<file path="src/rtl/quad_dac_pkg.sv">
package quad_dac_pkg;

    localparam int FRAME_BITS = 24;
    localparam logic [3:0] ADDR_ALL = 4'hF;

    localparam logic [3:0] CMD_WRITE  = 4'h1;
    localparam logic [3:0] CMD_LOAD   = 4'h2;
    localparam logic [3:0] CMD_WRLOAD = 4'h3;
    localparam logic [3:0] CMD_POWER  = 4'h4;
    localparam logic [3:0] CMD_REF    = 4'h7;

    localparam logic [1:0] REF_RESERVED = 2'd3;

    typedef struct packed {
        logic [3:0]  cmd;
        logic [3:0]  addr;
        logic [15:0] data;
    } frame_t;

    typedef enum logic [1:0] {
        RX_IDLE,
        RX_SHIFT,
        RX_FULL,
        RX_OVER
    } rx_state_e;

endpackage

</file>
<file path="src/rtl/dac_sync.sv">
module dac_sync #(
    parameter int W = 1,
    parameter logic [W-1:0] INIT = '0
) (
    input  logic         clk,
    input  logic         rst_n,
    input  logic [W-1:0] din,
    output logic [W-1:0] dout
);
    logic [W-1:0] meta;

    always_ff @(posedge clk or negedge rst_n) begin
        if (!rst_n) begin
            meta <= INIT;
            dout <= INIT;
        end else begin
            meta <= din;
            dout <= meta;
        end
    end
endmodule

</file>
<file path="src/rtl/dac_spi_rx.sv">
module dac_spi_rx
    import quad_dac_pkg::*;
(
    input  logic   clk,
    input  logic   rst_n,
    input  logic   sclk_s,
    input  logic   cs_n_s,
    input  logic   sdi_s,
    output logic   frame_valid,
    output frame_t frame,
    output logic   rdy
);
    localparam int CW = $clog2(FRAME_BITS + 1);
    localparam logic [CW-1:0] LAST = CW'(FRAME_BITS - 1);

    rx_state_e state, state_nx;
    logic              sclk_d;
    logic              fall;
    logic [CW-1:0]     cnt;
    logic [FRAME_BITS-1:0] shreg;

    assign fall = sclk_d & ~sclk_s;

    // state register
    always_ff @(posedge clk or negedge rst_n) begin
        if (!rst_n) state <= RX_IDLE;
        else        state <= state_nx;
    end

    // next state
    always_comb begin
        state_nx = state;
        unique case (state)
            RX_IDLE:  if (!cs_n_s) state_nx = RX_SHIFT;
            RX_SHIFT: begin
                if (cs_n_s)                   state_nx = RX_IDLE;
                else if (fall && cnt == LAST) state_nx = RX_FULL;
            end
            RX_FULL: begin
                if (cs_n_s)    state_nx = RX_IDLE;
                else if (fall) state_nx = RX_OVER;
            end
            RX_OVER:  if (cs_n_s) state_nx = RX_IDLE;
        endcase
    end

    // datapath: edge history, bit counter, shift register
    always_ff @(posedge clk or negedge rst_n) begin
        if (!rst_n) begin
            sclk_d <= 1'b1;
            cnt    <= '0;
            shreg  <= '0;
        end else begin
            sclk_d <= sclk_s;
            if (state == RX_IDLE) begin
                cnt <= '0;
            end else if (state == RX_SHIFT && !cs_n_s && fall) begin
                cnt   <= cnt + 1'b1;
                shreg <= {shreg[FRAME_BITS-2:0], sdi_s};
            end
        end
    end

    // outputs
    always_comb begin
        rdy         = (state == RX_FULL);
        frame_valid = (state == RX_FULL) && cs_n_s;
        frame       = frame_t'(shreg);
    end
endmodule

</file>
<file path="src/rtl/dac_chan.sv">
module dac_chan #(
    parameter int RES = 12
) (
    input  logic           clk,
    input  logic           rst_n,
    input  logic           wipe_n,
    input  logic           wr_en,
    input  logic           ld_en,
    input  logic [RES-1:0] wr_code,
    input  logic           pd_en,
    input  logic [1:0]     pd_in,
    output logic [RES-1:0] latch_q,
    output logic [1:0]     pd_q
);
    logic [RES-1:0] code_q;

    // code register and DAC latch: cleared by reset or clear
    always_ff @(posedge clk or negedge wipe_n) begin
        if (!wipe_n) begin
            code_q  <= '0;
            latch_q <= '0;
        end else begin
            if (wr_en) code_q <= wr_code;
            if (ld_en) latch_q <= wr_en ? wr_code : code_q;
        end
    end

    // power-down mode: only reset restores it
    always_ff @(posedge clk or negedge rst_n) begin
        if (!rst_n)     pd_q <= 2'd0;
        else if (pd_en) pd_q <= pd_in;
    end
endmodule

</file>
<file path="src/rtl/quad_dac_ctrl.sv">
module quad_dac_ctrl
    import quad_dac_pkg::*;
#(
    parameter int NCH = 4,
    parameter int RES = 12
) (
    input  logic             clk,
    input  logic             rst_n,
    input  logic             clr_n,
    input  logic             cs_n,
    input  logic             sclk,
    input  logic             sdi,
    input  logic             ldac_n,
    output logic [NCH*RES-1:0] dac_codes,
    output logic [2*NCH-1:0] pd_modes,
    output logic [1:0]       ref_sel,
    output logic             ref_en,
    output logic             rdy
);
    localparam int DMSB = 15;

    logic       sclk_s, cs_n_s, sdi_s, ldac_s, ldac_d;
    logic       frame_valid;
    frame_t     fr;
    logic       hw_ld;
    logic       wipe_n;
    logic       is_wr, is_ld, is_pd, is_ref;
    logic [NCH-1:0] sel, wr_en, ld_en, pd_en;
    logic       ld_any;

    dac_sync #(.W(4), .INIT(4'b1011)) u_sync (
        .clk  (clk),
        .rst_n(rst_n),
        .din  ({sclk, cs_n, sdi, ldac_n}),
        .dout ({sclk_s, cs_n_s, sdi_s, ldac_s})
    );

    dac_spi_rx u_rx (
        .clk        (clk),
        .rst_n      (rst_n),
        .sclk_s     (sclk_s),
        .cs_n_s     (cs_n_s),
        .sdi_s      (sdi_s),
        .frame_valid(frame_valid),
        .frame      (fr),
        .rdy        (rdy)
    );

    always_ff @(posedge clk or negedge rst_n) begin
        if (!rst_n) ldac_d <= 1'b1;
        else        ldac_d <= ldac_s;
    end

    assign hw_ld  = ldac_d & ~ldac_s;
    assign wipe_n = rst_n & clr_n;

    always_comb begin
        is_wr  = frame_valid && (fr.cmd == CMD_WRITE || fr.cmd == CMD_WRLOAD);
        is_ld  = frame_valid && (fr.cmd == CMD_LOAD  || fr.cmd == CMD_WRLOAD);
        is_pd  = frame_valid && (fr.cmd == CMD_POWER);
        is_ref = frame_valid && (fr.cmd == CMD_REF) && (fr.data[1:0] != REF_RESERVED);
    end

    for (genvar i = 0; i < NCH; i++) begin : g_ch
        assign sel[i]   = (fr.addr == 4'(i)) || (fr.addr == ADDR_ALL);
        assign wr_en[i] = is_wr && sel[i];
        assign ld_en[i] = hw_ld || (is_ld && sel[i]);
        assign pd_en[i] = is_pd && sel[i];

        dac_chan #(.RES(RES)) u_ch (
            .clk    (clk),
            .rst_n  (rst_n),
            .wipe_n (wipe_n),
            .wr_en  (wr_en[i]),
            .ld_en  (ld_en[i]),
            .wr_code(fr.data[DMSB -: RES]),
            .pd_en  (pd_en[i]),
            .pd_in  (fr.data[1:0]),
            .latch_q(dac_codes[RES*i +: RES]),
            .pd_q   (pd_modes[2*i +: 2])
        );
    end

    assign ld_any = |ld_en;

    always_ff @(posedge clk or negedge rst_n) begin
        if (!rst_n) begin
            ref_en  <= 1'b0;
            ref_sel <= 2'd0;
        end else if (is_ref) begin
            ref_en  <= fr.data[2];
            ref_sel <= fr.data[1:0];
        end
    end
endmodule

</file>
<file path="config.mk">
export PLATFORM = sky130hd
export DESIGN_NAME = quad_dac_ctrl
export DESIGN_NICKNAME = d
export VERILOG_FILES = /design/src/rtl/quad_dac_pkg.sv /design/src/rtl/dac_sync.sv /design/src/rtl/dac_spi_rx.sv /design/src/rtl/dac_chan.sv /design/src/rtl/quad_dac_ctrl.sv
export SDC_FILE = /design/constraint.sdc
export NUM_CORES = 1
export LEC_CHECK = 0
export BUFFER_PORTS_ARGS = -buffer_cell sky130_fd_sc_hd__buf_4
export CELL_PAD_IN_SITES_DETAIL_PLACEMENT = 0
export CELL_PAD_IN_SITES_GLOBAL_PLACEMENT = 1
export CORE_ASPECT_RATIO = 1.75
export CORE_UTILIZATION = 52
export DETAILED_ROUTE_END_ITERATION = 16
export PLACE_DENSITY_LB_ADDON = 0.1
export RECOVER_POWER = 50
export REMOVE_ABC_BUFFERS = 1
export SYNTH_ARGS = -nofsm -noshare
export SYNTH_HDL_FRONTEND = slang
export SYNTH_SLANG_ARGS = --single-unit
export TNS_END_PERCENT = 5
</file>
<file path="constraint.sdc">
create_clock -name clk -period 7.2 [get_ports clk]
set_input_delay 1.44 -clock clk [delete_from_list [all_inputs] [get_ports clk]]
set_output_delay 1.44 -clock clk [all_outputs]
set_load 0.01 [all_outputs]
</file>
==> results.py <==
metrics = {
    "sta": {
        "finalWorstSetupSlack_ns": 2.77,
        "tightest_slew_ns": 2.80,
        "grt_setup_unrepaired": "no",
        "fmax_mhz": 226,
        "hold_violations": 0,
        "min_period_over_period_pct": 61.6,
        "drv_slew": 54,
        "fin_tns_setup_ns": 0,
        "slew_headroom_pct": -86.7,
        "layout_min_cycle_time_ns": 4.43,
        "fin_skew_ns": 0.0105,
        "finalSetupViolations": 0,
    },
    "pwr": {
        "power.density_nw_per_um2": 264,
        "peakVddDrop_mv": 0.201,
        "p_leak_nw": 3.59,
    },
    "setup_path": {
        "cp-end-kind": "async pin",
        "criticalPathCategory": "input port to async pin",
        "cp.required_ns": 7.64,
        "reg2reg_to": "g_ch[1].u_ch.latch_q[1]",
        "endpoint": "g_ch[2].u_ch.latch_q[7]",
        "r2r-start": "u_rx.frame[18]",
        "worstPathArrival_ns": 4.87,
        "crit_path_start": "rst_n",
        "ff2ff_path_depth": 4,
        "r2r_setup_slack_ns": 4.50,
        "crit_fanout": 67,
        "startpoint_type": "input port",
    },
    "die": {
        "fp.dieH_um": 141,
        "io_pins": 67,
        "start_util_pct": 53.6,
        "coreArea_um2": 10700,
        "rows": 50,
        "die-area_um2": 11500,
        "die_w_um": 81.4,
    },
    "clock_tree": {
        "cts_root_buf": "clkbuf_16",
        "cts_resized": 0,
        "cts_buffers": 17,
        "post_cts_buffers": 0,
        "clock_path_buffers": 2,
        "clock_sinks": 148,
        "hold_buffers": 0,
        "cts_tree": "built",
        "clk_latency_ns": 0.41,
        "cts.htree.levels": 4,
        "clk_pin_slew_ns": 0.06,
    },
    "final_layout": {
        "final_common_cell": "dfrtp_1",
        "n_antenna_cell": 0,
        "drive_gt1_share_pct": 46.3,
        "area_growth_pct": 19.8,
        "final_cell_mix": "dfrtp_1 (140), mux2_2 (93), buf_4 (65), mux2_1 (37), clkbuf_16 (17)",
        "filler_cell_count": 834,
        "num-nets-final": 436,
    },
    "global_routing": {
        "grt.total_usage_pct": 20.2,
        "overflow": 0,
        "grt_pass1_wl_um": 16800,
        "grt_pass1_vias": 3266,
        "grt_max_degree": 68,
        "antenna_found_initial": 0,
    },
    "synthesis": {
        "synthCells": 351,
        "yosys_warnings": 0,
        "synth_top_area_share_pct": 61.0,
        "synth_cell_type_count": 35,
        "syn_area_um2": 5740,
        "avgSynthCellArea_um2": 16.4,
        "synth-seq-area-share_pct": 64.7,
        "ys_ff_latch": 148,
        "synth_area_leaders": "dfrtp_1 (61%), mux2_2 (21%), mux2_4 (5.2%)",
        "yosysTopAreaCell": "dfrtp_1",
    },
    "placement": {
        "portBuffers": 66,
        "place_congestion": 0.740,
        "post-dp-hpwl_um": 6870,
        "place_ws_ns": 3.82,
    },
    "job": {
        "drv_cap": 1,
    },
    "detailed_routing": {
        "wire_per_inst_um": 17.9,
        "antenna_left": 0,
        "wl_um": 10200,
        "drt_pass1_iterations": 4,
        "drc": 0,
        "viasPerCell": 5.41,
        "drt_iter0_drc": 60,
        "vias": 3088,
    },
    "min_path": {
        "hold_class": "flop to flop",
        "holdPathStages": 0,
    },
    "run_status": {
        "status": "finished, violations left",
        "violations": "capacitance limit, slew limit",
    },
}
-- metal layers --
layer / up-vias / GRT usage, % / share of wire [%]
met2: 65 / 33.6 / 54
li1: 1401 / - / -
met3: 17 / 5.05 / 2.9
met1: 1605 / 23.7 / 40
met4: 0 / 9.77 / 2.9
met5: - / 0 / 0
-- cells in the mapped netlist --
master and count:
ha_1 1, o211ai_2 3, mux2_2 106, a21oi_1 4, inv_1 1, buf_6 2
xor2_1 4, o31ai_2 1, nor2_1 11, o21ai_0 6, clkbuf_1 3, mux2_1 5
nor2b_1 2, buf_4 3, and3b_1 1, and2_1 1, nor3b_1 1, a211oi_1 1
nand2b_1 2, and3_1 2, nand2_1 4, nor4b_2 2, dfrtp_1 140, dfstp_2 8
nand3_1 5, nand3b_1 1, o21ai_1 1, mux2_4 20, and4_1 1, nor4_1 1
or3_1 1, and4bb_4 1, nand4_1 1, buf_2 4, and4bb_2 1
-- power by group --
| part | total [mW] | switching (mW) | internal, mW |
|---|---|---|---|
| Clock | 0.905 | 0.344 | 0.560 |
| Combinational | 0.0445 | 0.0273 | 0.0171 |
| Sequential | 0.863 | 0.0165 | 0.846 |
-- through the flow --
step           power (mW)  instance area (um2)  hold WS (ns)  utilization, %  std cells
2_1_floorplan       0.900                 5660         0.331               -        339
3_3_place_gp        0.924                 6350         0.344            59.4        539
3_5_place_dp        0.926                 6350         0.343            59.4        539
4_1_cts              1.83                 6970         0.357            65.2        571
5_1_grt              1.88                 6880         0.363            64.3        571
6_report             1.81                 6880         0.356            64.3        571
-- worst max-delay path: stages --
cell,delay [ns]
clkbuf_1,1.94
and2_4,0.67
buf_4,0.72
-- sequential cells by signal (all words and copies together), names as in the netlist, 2 cells and up --
name	count
ref_sel	2
g_ch.u_ch.code_q	48
g_ch.u_ch.pd_q	8
u_rx.state	2
u_rx.frame	24
g_ch.u_ch.latch_q	48
u_sync.meta	4
u_rx.cnt	5
u_sync.dout	4
-- worst min path at each step --
stage / from / endpoint / slack (ns)
2_1_floorplan: u_sync.meta[2] / u_sync.dout[2] / 0.33
3_3_place_gp: u_sync.meta[2] / u_sync.dout[2] / 0.34
3_5_place_dp: u_sync.meta[2] / u_sync.dout[2] / 0.34
4_1_cts: u_sync.meta[1] / u_sync.dout[1] / 0.36
5_1_grt: u_sync.meta[1] / u_sync.dout[1] / 0.36
6_report: u_sync.meta[1] / u_sync.dout[1] / 0.36
-- logic make-up after synthesis --
logic type      Yosys count  share of synthesized area, %
xor+xnor                  4                         0.610
compound gates           16                          1.96
buf+inv                  13                          1.40
fa+ha+maj                 1                         0.218
flops                   148                          64.7
simple gates             38                          4.10
mux                     131                          27.0
-- final cells by class --
| type | instances | area, um2 | area share, % |
|---|---|---|---|
| Clock buffer | 19 | 443 | 6.44 |
| Clock inverter | 13 | 174 | 2.53 |
| Inverter | 1 | 3.75 | 0.0546 |
| Multi-Input combinational cell | 190 | 1860 | 27.0 |
| Sequential cell | 148 | 3710 | 54.0 |
| Tap cell | 130 | 163 | 2.37 |
| Timing Repair Buffer | 70 | 522 | 7.59 |
Power figures use the tool's default switching activity.
